### config.mk
export PLATFORM = sky130hd
export DESIGN_NAME = pg_hdr_parser
export DESIGN_NICKNAME = d
export VERILOG_FILES = /design/src/rtl/pgp_pkg.sv /design/src/rtl/pgp_graph.sv /design/src/rtl/pgp_next_sel.sv /design/src/rtl/pgp_hvec.sv /design/src/rtl/pgp_walker.sv /design/src/rtl/pg_hdr_parser.sv
export SDC_FILE = /design/constraint.sdc
export NUM_CORES = 2
export LEC_CHECK = 0
export BUFFER_PORTS_ARGS = -buffer_cell sky130_fd_sc_hd__buf_2
export CELL_PAD_IN_SITES_DETAIL_PLACEMENT = 0
export CELL_PAD_IN_SITES_GLOBAL_PLACEMENT = 2
export CORE_ASPECT_RATIO = 1.5
export CORE_UTILIZATION = 44
export CTS_CLUSTER_DIAMETER = 150
export DETAILED_ROUTE_END_ITERATION = 10
export PLACE_DENSITY_LB_ADDON = 0.1
export SLEW_MARGIN = 5
export SYNTH_ARGS = -nofsm -noshare
export SYNTH_HDL_FRONTEND = slang
export SYNTH_HIERARCHICAL = 1
export SYNTH_SLANG_ARGS = --single-unit
### constraint.sdc
create_clock -name clk -period 12.35 [get_ports clk]
set_input_delay 2.47 -clock clk [delete_from_list [all_inputs] [get_ports clk]]
set_output_delay 2.47 -clock clk [all_outputs]
set_load 0.01 [all_outputs]
### src/rtl/pgp_pkg.sv
package pgp_pkg;

  localparam int NODE_W  = 3;
  localparam int N_ARCS  = 4;
  localparam int LEN_W   = 6;
  localparam int VB_W    = 8;
  localparam int LANE_W  = 9;

  typedef struct packed {
    logic              en;
    logic [NODE_W-1:0] nxt;
    logic [15:0]       val;
  } arc_t;

  typedef struct packed {
    logic [LEN_W-1:0]  len;
    logic [LEN_W-1:0]  sel_off;
    logic              sel_two;
    logic              term;
    logic              fb_en;
    logic [NODE_W-1:0] fb_nxt;
    logic [VB_W-1:0]   vbase;
    arc_t [N_ARCS-1:0] arcs;
  } gnode_t;

  typedef enum logic [1:0] {ST_IDLE, ST_HDR, ST_DRAIN} wstate_e;

  function automatic arc_t mk_arc(input logic [15:0] v, input logic [NODE_W-1:0] n);
    arc_t a;
    a.en  = 1'b1;
    a.nxt = n;
    a.val = v;
    return a;
  endfunction

  function automatic gnode_t mk_node(input logic [LEN_W-1:0] len, input logic [LEN_W-1:0] off,
                                     input logic two, input logic term, input logic [VB_W-1:0] vb);
    gnode_t g;
    g         = '0;
    g.len     = len;
    g.sel_off = off;
    g.sel_two = two;
    g.term    = term;
    g.vbase   = vb;
    return g;
  endfunction

  // Power-up graph: L2 -> L3 (v4/v6) -> L4 (stream/datagram).
  function automatic gnode_t boot_node(input int idx);
    gnode_t g;
    g = '0;
    case (idx)
      0: begin
        g = mk_node(6'd14, 6'd12, 1'b1, 1'b0, 8'd0);
        g.arcs[0] = mk_arc(16'h0800, 3'd1);
        g.arcs[1] = mk_arc(16'h86DD, 3'd2);
      end
      1: begin
        g = mk_node(6'd20, 6'd9, 1'b0, 1'b0, 8'd14);
        g.arcs[0] = mk_arc(16'd6, 3'd3);
        g.arcs[1] = mk_arc(16'd17, 3'd4);
      end
      2: begin
        g = mk_node(6'd40, 6'd6, 1'b0, 1'b0, 8'd34);
        g.arcs[0] = mk_arc(16'd6, 3'd3);
        g.arcs[1] = mk_arc(16'd17, 3'd4);
      end
      3: g = mk_node(6'd20, 6'd0, 1'b0, 1'b1, 8'd74);
      4: g = mk_node(6'd8, 6'd0, 1'b0, 1'b1, 8'd94);
      default: g = '0;
    endcase
    return g;
  endfunction

  // Merge one 32-bit configuration word into a node.
  function automatic gnode_t put_word(input gnode_t cur, input logic [2:0] w, input logic [31:0] d);
    gnode_t g;
    g = cur;
    case (w)
      3'd0: begin
        g.len     = d[5:0];
        g.sel_off = d[11:6];
        g.sel_two = d[12];
        g.term    = d[13];
        g.fb_en   = d[14];
        g.fb_nxt  = d[17:15];
        g.vbase   = d[25:18];
      end
      3'd1, 3'd2, 3'd3, 3'd4: begin
        g.arcs[w - 3'd1].val = d[15:0];
        g.arcs[w - 3'd1].nxt = d[18:16];
        g.arcs[w - 3'd1].en  = d[19];
      end
      default: g = cur;
    endcase
    return g;
  endfunction

  // Selector accumulation for one incoming byte.
  function automatic logic [15:0] sel_step(input logic [15:0] acc, input logic [7:0] b,
                                           input logic [LEN_W-1:0] idx, input logic [LEN_W-1:0] off,
                                           input logic two);
    if (idx == off) return {8'h00, b};
    if (two && (idx == off + 6'd1)) return {acc[7:0], b};
    return acc;
  endfunction

  function automatic logic [LANE_W-1:0] lane_of(input logic [VB_W-1:0] vb, input logic [LEN_W-1:0] idx);
    return {1'b0, vb} + {3'b000, idx};
  endfunction

endpackage

### src/rtl/pgp_graph.sv
module pgp_graph
  import pgp_pkg::*;
#(
  parameter int N_NODES = 8
) (
  input  logic              clk,
  input  logic              rst_n,
  input  logic              idle,
  input  logic              cfg_we,
  input  logic [5:0]        cfg_addr,
  input  logic [31:0]       cfg_wdata,
  input  logic [NODE_W-1:0] rd_node,
  output gnode_t            rd_entry
);

  gnode_t [N_NODES-1:0] tbl;
  logic                 wr_take;
  logic                 wr_blocked;

  assign wr_take    = cfg_we && idle && ({29'd0, cfg_addr[5:3]} < N_NODES);
  assign wr_blocked = cfg_we && !idle;

  always_ff @(posedge clk or negedge rst_n) begin
    if (!rst_n) begin
      for (int i = 0; i < N_NODES; i++) tbl[i] <= boot_node(i);
    end else if (wr_take) begin
      for (int i = 0; i < N_NODES; i++)
        if (cfg_addr[5:3] == NODE_W'(i)) tbl[i] <= put_word(tbl[i], cfg_addr[2:0], cfg_wdata);
    end
  end

  always_comb begin
    rd_entry = '0;
    for (int i = 0; i < N_NODES; i++)
      if (rd_node == NODE_W'(i)) rd_entry = tbl[i];
  end

  AST_BUSY_CFG_IGNORED: assert property (@(posedge clk) disable iff (!rst_n)
    wr_blocked |=> $stable(tbl));

endmodule

### src/rtl/pgp_next_sel.sv
module pgp_next_sel
  import pgp_pkg::*;
#(
  parameter int N_NODES = 8
) (
  input  gnode_t            ent,
  input  logic [15:0]       sel,
  output logic              found,
  output logic [NODE_W-1:0] nxt
);

  logic [N_ARCS-1:0] hit;

  generate
    for (genvar a = 0; a < N_ARCS; a++) begin : g_arc
      assign hit[a] = ent.arcs[a].en && (ent.arcs[a].val == sel)
                      && ({29'd0, ent.arcs[a].nxt} < N_NODES);
    end
  endgenerate

  always_comb begin
    found = 1'b0;
    nxt   = '0;
    if (ent.fb_en && ({29'd0, ent.fb_nxt} < N_NODES)) begin
      found = 1'b1;
      nxt   = ent.fb_nxt;
    end
    for (int a = N_ARCS - 1; a >= 0; a--) begin
      if (hit[a]) begin
        found = 1'b1;
        nxt   = ent.arcs[a].nxt;
      end
    end
  end

endmodule

### src/rtl/pgp_hvec.sv
module pgp_hvec
  import pgp_pkg::*;
#(
  parameter int HV_BYTES = 128
) (
  input  logic                  clk,
  input  logic                  rst_n,
  input  logic                  clr,
  input  logic                  wr_en,
  input  logic [LANE_W-1:0]     wr_addr,
  input  logic [7:0]            wr_byte,
  output logic [HV_BYTES*8-1:0] hvec
);

  logic [7:0] lanes [HV_BYTES];

  generate
    for (genvar k = 0; k < HV_BYTES; k++) begin : g_lane
      always_ff @(posedge clk or negedge rst_n) begin
        if (!rst_n)                                     lanes[k] <= 8'h00;
        else if (wr_en && (wr_addr == LANE_W'(k)))      lanes[k] <= wr_byte;
        else if (clr)                                   lanes[k] <= 8'h00;
      end
      assign hvec[8*k +: 8] = lanes[k];
    end
  endgenerate

  AST_VEC_HOLD: assert property (@(posedge clk) disable iff (!rst_n)
    (!wr_en && !clr) |=> $stable(hvec));

endmodule

### src/rtl/pgp_walker.sv
module pgp_walker
  import pgp_pkg::*;
#(
  parameter int N_NODES  = 8,
  parameter int MAX_HDRS = 8
) (
  input  logic               clk,
  input  logic               rst_n,
  input  logic               in_valid,
  input  logic               in_sop,
  input  logic               in_eop,
  input  logic [7:0]         in_data,
  input  gnode_t             ent,
  input  logic               found,
  input  logic [NODE_W-1:0]  nxt,
  output logic [NODE_W-1:0]  rd_node,
  output logic [15:0]        sel_now,
  output logic               lane_wr,
  output logic [LANE_W-1:0]  lane_addr,
  output logic               clr,
  output logic [N_NODES-1:0] hdr_valid,
  output logic               done,
  output logic               err,
  output logic               busy,
  output logic               idle
);

  localparam int CNT_W = $clog2(MAX_HDRS + 1);

  wstate_e            st;
  logic [NODE_W-1:0]  cur, cur_eff;
  logic [LEN_W-1:0]   bidx, idx_eff;
  logic [15:0]        sel_acc, sel_eff;
  logic [CNT_W-1:0]   hcnt, cnt_eff, cnt_nxt;
  logic [N_NODES-1:0] hv_q, hv_nxt;
  logic               done_q, err_q;

  // Named internal events.
  logic start, act, hdr_end, adv, fin_ok, fin_bad, parse_end;

  assign start   = in_valid && in_sop;
  assign act     = in_valid && (start || (st == ST_HDR));
  assign cur_eff = start ? '0 : cur;
  assign idx_eff = start ? '0 : bidx;
  assign sel_eff = start ? '0 : sel_acc;
  assign cnt_eff = start ? '0 : hcnt;
  assign rd_node = cur_eff;

  assign sel_now   = sel_step(sel_eff, in_data, idx_eff, ent.sel_off, ent.sel_two);
  assign hdr_end   = act && (idx_eff == ent.len - 6'd1);
  assign cnt_nxt   = cnt_eff + CNT_W'(1);
  assign fin_ok    = hdr_end && (ent.term || (found && (cnt_nxt == CNT_W'(MAX_HDRS))));
  assign adv       = hdr_end && !ent.term && found && (cnt_nxt != CNT_W'(MAX_HDRS));
  assign fin_bad   = act && !fin_ok && (in_eop || (hdr_end && !ent.term && !found));
  assign parse_end = fin_ok || fin_bad;

  assign lane_wr   = act;
  assign lane_addr = lane_of(ent.vbase, idx_eff);
  assign clr       = start;

  assign hv_nxt = (start ? '0 : hv_q) | (hdr_end ? (N_NODES'(1) << cur_eff) : '0);

  always_ff @(posedge clk or negedge rst_n) begin
    if (!rst_n) begin
      st      <= ST_IDLE;
      cur     <= '0;
      bidx    <= '0;
      sel_acc <= '0;
      hcnt    <= '0;
      hv_q    <= '0;
      done_q  <= 1'b0;
      err_q   <= 1'b0;
    end else begin
      hv_q <= hv_nxt;
      if (act) begin
        if (parse_end) begin
          st     <= in_eop ? ST_IDLE : ST_DRAIN;
          done_q <= 1'b1;
          err_q  <= fin_bad;
        end else begin
          st <= ST_HDR;
          if (start) begin
            done_q <= 1'b0;
            err_q  <= 1'b0;
          end
        end
        if (adv) begin
          cur     <= nxt;
          bidx    <= '0;
          sel_acc <= '0;
          hcnt    <= cnt_nxt;
        end else begin
          cur     <= cur_eff;
          bidx    <= idx_eff + 6'd1;
          sel_acc <= sel_now;
          hcnt    <= hdr_end ? cnt_nxt : cnt_eff;
        end
      end else if ((st == ST_DRAIN) && in_valid && in_eop) begin
        st <= ST_IDLE;
      end
    end
  end

  assign hdr_valid = hv_q;
  assign done      = done_q;
  assign err       = err_q;
  assign idle      = (st == ST_IDLE);
  assign busy      = !idle;

  AST_ERR_NEEDS_DONE: assert property (@(posedge clk) disable iff (!rst_n)
    err |-> done);
  AST_DONE_HELD: assert property (@(posedge clk) disable iff (!rst_n)
    (done && !start) |=> done);
  AST_HDR_CAP: assert property (@(posedge clk) disable iff (!rst_n)
    hcnt <= CNT_W'(MAX_HDRS));
  AST_START_CLEARS: assert property (@(posedge clk) disable iff (!rst_n)
    (start && !hdr_end) |=> (hdr_valid == '0));
  AST_MASK_FROZEN: assert property (@(posedge clk) disable iff (!rst_n)
    (done && !start) |=> $stable(hdr_valid));
  AST_RESTART_BUSY: assert property (@(posedge clk) disable iff (!rst_n)
    (start && !parse_end) |=> (busy && !done));

endmodule

### src/rtl/pg_hdr_parser.sv
module pg_hdr_parser
  import pgp_pkg::*;
#(
  parameter int N_NODES  = 8,
  parameter int MAX_HDRS = 8,
  parameter int HV_BYTES = 128
) (
  input  logic                  clk,
  input  logic                  rst_n,
  input  logic                  in_valid,
  input  logic                  in_sop,
  input  logic                  in_eop,
  input  logic [7:0]            in_data,
  input  logic                  cfg_we,
  input  logic [5:0]            cfg_addr,
  input  logic [31:0]           cfg_wdata,
  output logic [HV_BYTES*8-1:0] hvec,
  output logic [N_NODES-1:0]    hdr_valid,
  output logic                  done,
  output logic                  err,
  output logic                  busy
);

  gnode_t            ent;
  logic [NODE_W-1:0] rd_node, nxt;
  logic [15:0]       sel_now;
  logic              found, lane_wr, clr, idle;
  logic [LANE_W-1:0] lane_addr;

  pgp_graph #(.N_NODES(N_NODES)) u_graph (
    .clk(clk), .rst_n(rst_n), .idle(idle), .cfg_we(cfg_we), .cfg_addr(cfg_addr),
    .cfg_wdata(cfg_wdata), .rd_node(rd_node), .rd_entry(ent)
  );

  pgp_next_sel #(.N_NODES(N_NODES)) u_sel (
    .ent(ent), .sel(sel_now), .found(found), .nxt(nxt)
  );

  pgp_walker #(.N_NODES(N_NODES), .MAX_HDRS(MAX_HDRS)) u_walk (
    .clk(clk), .rst_n(rst_n), .in_valid(in_valid), .in_sop(in_sop), .in_eop(in_eop),
    .in_data(in_data), .ent(ent), .found(found), .nxt(nxt), .rd_node(rd_node),
    .sel_now(sel_now), .lane_wr(lane_wr), .lane_addr(lane_addr), .clr(clr),
    .hdr_valid(hdr_valid), .done(done), .err(err), .busy(busy), .idle(idle)
  );

  pgp_hvec #(.HV_BYTES(HV_BYTES)) u_vec (
    .clk(clk), .rst_n(rst_n), .clr(clr), .wr_en(lane_wr), .wr_addr(lane_addr),
    .wr_byte(in_data), .hvec(hvec)
  );

endmodule

==> run_results.csv <==
group,metric,value,unit
pwr,powerDensity,139,nW/um^2
global_routing,grt_max_degree,229,
clock_tree,hold_buffers,0,
worst_hold_path,hp-class,"reg2reg",
clock_tree,clk_pin_slew,0.06,ns
floorplan,die_y,552,um
floorplan,initial_core_util,44.3,%
cells_and_area,fill_cells,17600,
pwr,p_leak,53.8,nW
global_routing,grt_pass1_wl,441000,um
placement,dpl.cell_count,9610,
sta,finalCritPeriodShare,80.8,%
worst_setup_path,r2r_cells,21,
global_routing,antenna_found_initial,31,
clock_tree,cts_buffers,198,
placement,hpwl,205000,um
clock_tree,cts_setup_buffers,0,
floorplan,die-area,204000,sq um
global_routing,grt_usage,29.9,%
clock_tree,cts_buffer_depth,4,
cells_and_area,regArea,48000,sq um
floorplan,rows,201,
logic_synthesis,synth_nets,6374,
global_routing,grt_overflow,0,
sta,drv_slew,0,
sta,tns,0,ns
logic_synthesis,synth_top_area_share,52.1,%
worst_setup_path,cp.arrival,10.70,ns
sta,finalWorstSetupSlack,2.37,ns
routing,wl,307000,um
floorplan,pin_count,1087,
cells_and_area,synthToLayoutAreaGrowth,15.9,%
logic_synthesis,yosysTopAreaCell,"dfrtp_1",
placement,port_buffers,1080,
logic_synthesis,synth_ff_type,"dfrtp_1",
logic_synthesis,ys_seq_area_share,54.0,%
job,maxCapViolCount,0,
global_routing,grtUsageMet2,51.6,%
sta,grt_setup_unrepaired,"no",
global_routing,grtUsageMet1,36.5,%
global_routing,busiest_layer,"met2",
logic_synthesis,netlist_instances,6308,
cells_and_area,multiInputGateArea,38800,sq um
worst_setup_path,cp-end-kind,"flip-flop",
worst_hold_path,hold_depth,1,
logic_synthesis,postSynthAreaPerCell,14.1,sq um
logic_synthesis,synth-seq-cells,1913,
routing,vias,54900,
status,status,"complete, no violations",
clock_tree,htreeDepth,4,
sta,fmax,0.100,GHz
sta,hold_viol_final,0,
worst_setup_path,cp.required,13.07,ns
logic_synthesis,synth_area_leaders,"dfrtp_1, mux2_2, mux2_1, nor2b_1, mux4_2",
routing,viasPerCell,5.50,
clock_tree,cts-resized-gates,0,
sta,slew_headroom,10.8,%
clock_tree,cts_tree,"built",
logic_synthesis,ys_async_sr_fraction,100,%
worst_setup_path,reg2reg_setup_slack,3.99,ns
floorplan,core,200000,sq um
routing,drc,0,
global_routing,grt_use_met3,6.03,%
routing,wl_per_cell,30.8,um
placement,dp_slack,1.62,ns
sta,min_period,9.98,ns
routing,drt_iter0_drc,3685,
pwr,irDropWorstVdd,0.000108,V
cells_and_area,layout.nets,7237,
logic_synthesis,netlist_area,88800,sq um
clock_tree,clk_latency,0.85,ns
worst_setup_path,cp_max_fo,35,
logic_synthesis,synth.distinct_cells,90,
cells_and_area,final_cells,9972,
logic_synthesis,synth_warnings,6,
cells_and_area,drive_gt1_share,44.7,%
routing,first_pass_iters,5,
routing,ant_nets,0,
sta,fin_worst_skew,0.0378,ns
global_routing,grt_pass1_vias,56900,
worst_setup_path,start_kind,"input pin",
floorplan,die_w,369,um
worst_setup_path,critPathKind,"in2reg",
sta,tightest_slew,1.34,ns
logic_synthesis,synth_edf_count,0,
placement,routabilityCongestion,0.844,
clock_tree,cts_root_buffer,"clkbuf_16",
sta,finalSetupViolCount,0,
clock_tree,clock_sinks,1913,
flip-flops by register name (all words and copies together), names as in the netlist:
| name | count |
|---|---|
| u_walk/hdr_valid | 8 |
| u_vec/hvec | 1024 |
| u_graph/tbl | 848 |
| u_walk/sel_acc | 16 |
| u_walk/done | 1 |
| u_walk/cur | 3 |
| u_walk/err | 1 |
| u_walk/st | 2 |
| u_walk/hcnt | 4 |
| u_walk/bidx | 6 |
path summary, 6_finish.rpt:
path	to	from
min	u_graph/tbl[426]$_DFFE_PN0P_	u_graph/tbl[426]$_DFFE_PN0P_
max reg2reg	u_walk/sel_acc[1]$_DFFE_PN0P_	u_walk/cur[0]$_DFFE_PN0P_
min reg2reg	u_graph/tbl[426]$_DFFE_PN0P_	u_graph/tbl[426]$_DFFE_PN0P_
max	u_walk/sel_acc[1]$_DFFE_PN0P_	in_valid
max in group asynchronous	u_vec/hvec[642]$_DFFE_PN0P_	rst_n
min in group asynchronous	u_vec/hvec[950]$_DFFE_PN0P_	rst_n
placed cells by master, fill, tap and decap left out, types with 8 or more instances in the layout:
master     count
a21oi_1       17
o21ai_0       21
dfrtp_1     1849
xor2_1        31
nor3_4        48
buf_6          8
buf_4         99
buf_12        12
nor3_2        19
nand3_2       65
clkinv_2      20
mux4_2       198
nand2_1       38
buf_2       1071
mux2_1       642
and2_1        10
clkbuf_16    199
ha_1          13
xnor2_1       56
clkbuf_1      68
nor2_1        35
a211oi_1       9
mux2i_1       17
a31oi_1       11
inv_1         14
mux2_2      1347
nor2b_1     1032
a22o_1        11
a32o_1         8
nand3_1       32
clkbuf_8      53
nor3_1        16
dfstp_2       64
o2111ai_2      8
nand4_1       13
cell usage after synthesis, types with 34 or more instances:
library cell,count
buf_2,139
clkbuf_1,369
dfrtp_1,1849
dfstp_2,64
mux2_1,642
mux2_2,1347
mux4_2,198
nand2_1,39
nand3_2,65
nor2_1,41
nor2b_1,1034
nor3_1,34
nor3_4,47
xnor2_1,60
per-layer routing:
layer  wire [um]  part of all wire [%]  vias up
li1            -                     -    23800
met1      120000                    39    29200
met2      155000                    51     1471
met3       18500                   6.0      386
met4       13700                   4.5        8
met5          47                 0.015        -
cell families after synthesis:
group                    share of synthesized area, %
XOR/XNOR                                        0.929
AO/OA/AOI/OAI                                    1.12
buffers and inverters                            2.59
AND/OR/NAND/NOR                                  10.7
flip-flops                                       54.0
multiplexers                                     30.4
adder cells (fa/ha/maj)                         0.206
critical path, stage by stage:
cell	delay [ns]
buf_2	0.17
nand2_4	0.37
and2_4	0.59
buf_4	0.37
mux4_2	0.54
mux2_2	0.37
nand3_1	0.17
xor2_1	0.20
or4bb_1	0.55
a311oi_2	0.98
a31o_4	0.30
o21ai_0	0.48
xnor2_1	0.40
nand3_1	0.11
nor3_1	0.24
nand4_1	0.36
nand3b_1	0.33
nor2b_1	0.16
o21ai_0	0.16
and4b_1	0.35
nand2_2	0.29
and3_1	0.41
a22o_4	0.25
power breakdown:
part / total (mW) / internal (mW) / switching (mW)
Clock: 5.97 / 3.42 / 2.55
Combinational: 1.55 / 0.551 / 1.00
Sequential: 6.76 / 6.59 / 0.166
final cells by class:
type | instances | share of cell area (%)
sequential | 1913 | 46.6
timing repair buffer | 1190 | 6.25
tap | 2639 | 3.21
clock inverter | 35 | 0.355
inverter | 15 | 0.0620
antenna | 7 | 0.0170
multi-input combinational | 3853 | 37.7
clock buffer | 320 | 5.80
through the flow:
stage / area (sq um) / util, % / hold slack [ns] / power (mW)
after CTS: 103000 / 51.4 / 0.489 / 14.5
after floorplan: 88800 / - / 0.459 / 7.73
after global routing: 103000 / 51.4 / 0.506 / 14.8
after global placement: 96600 / 48.2 / 0.468 / 8.39
after detailed placement: 96600 / 48.2 / 0.475 / 8.44
final: 103000 / 51.4 / 0.485 / 14.3
Note: power is estimated with default switching activity, not from simulation.
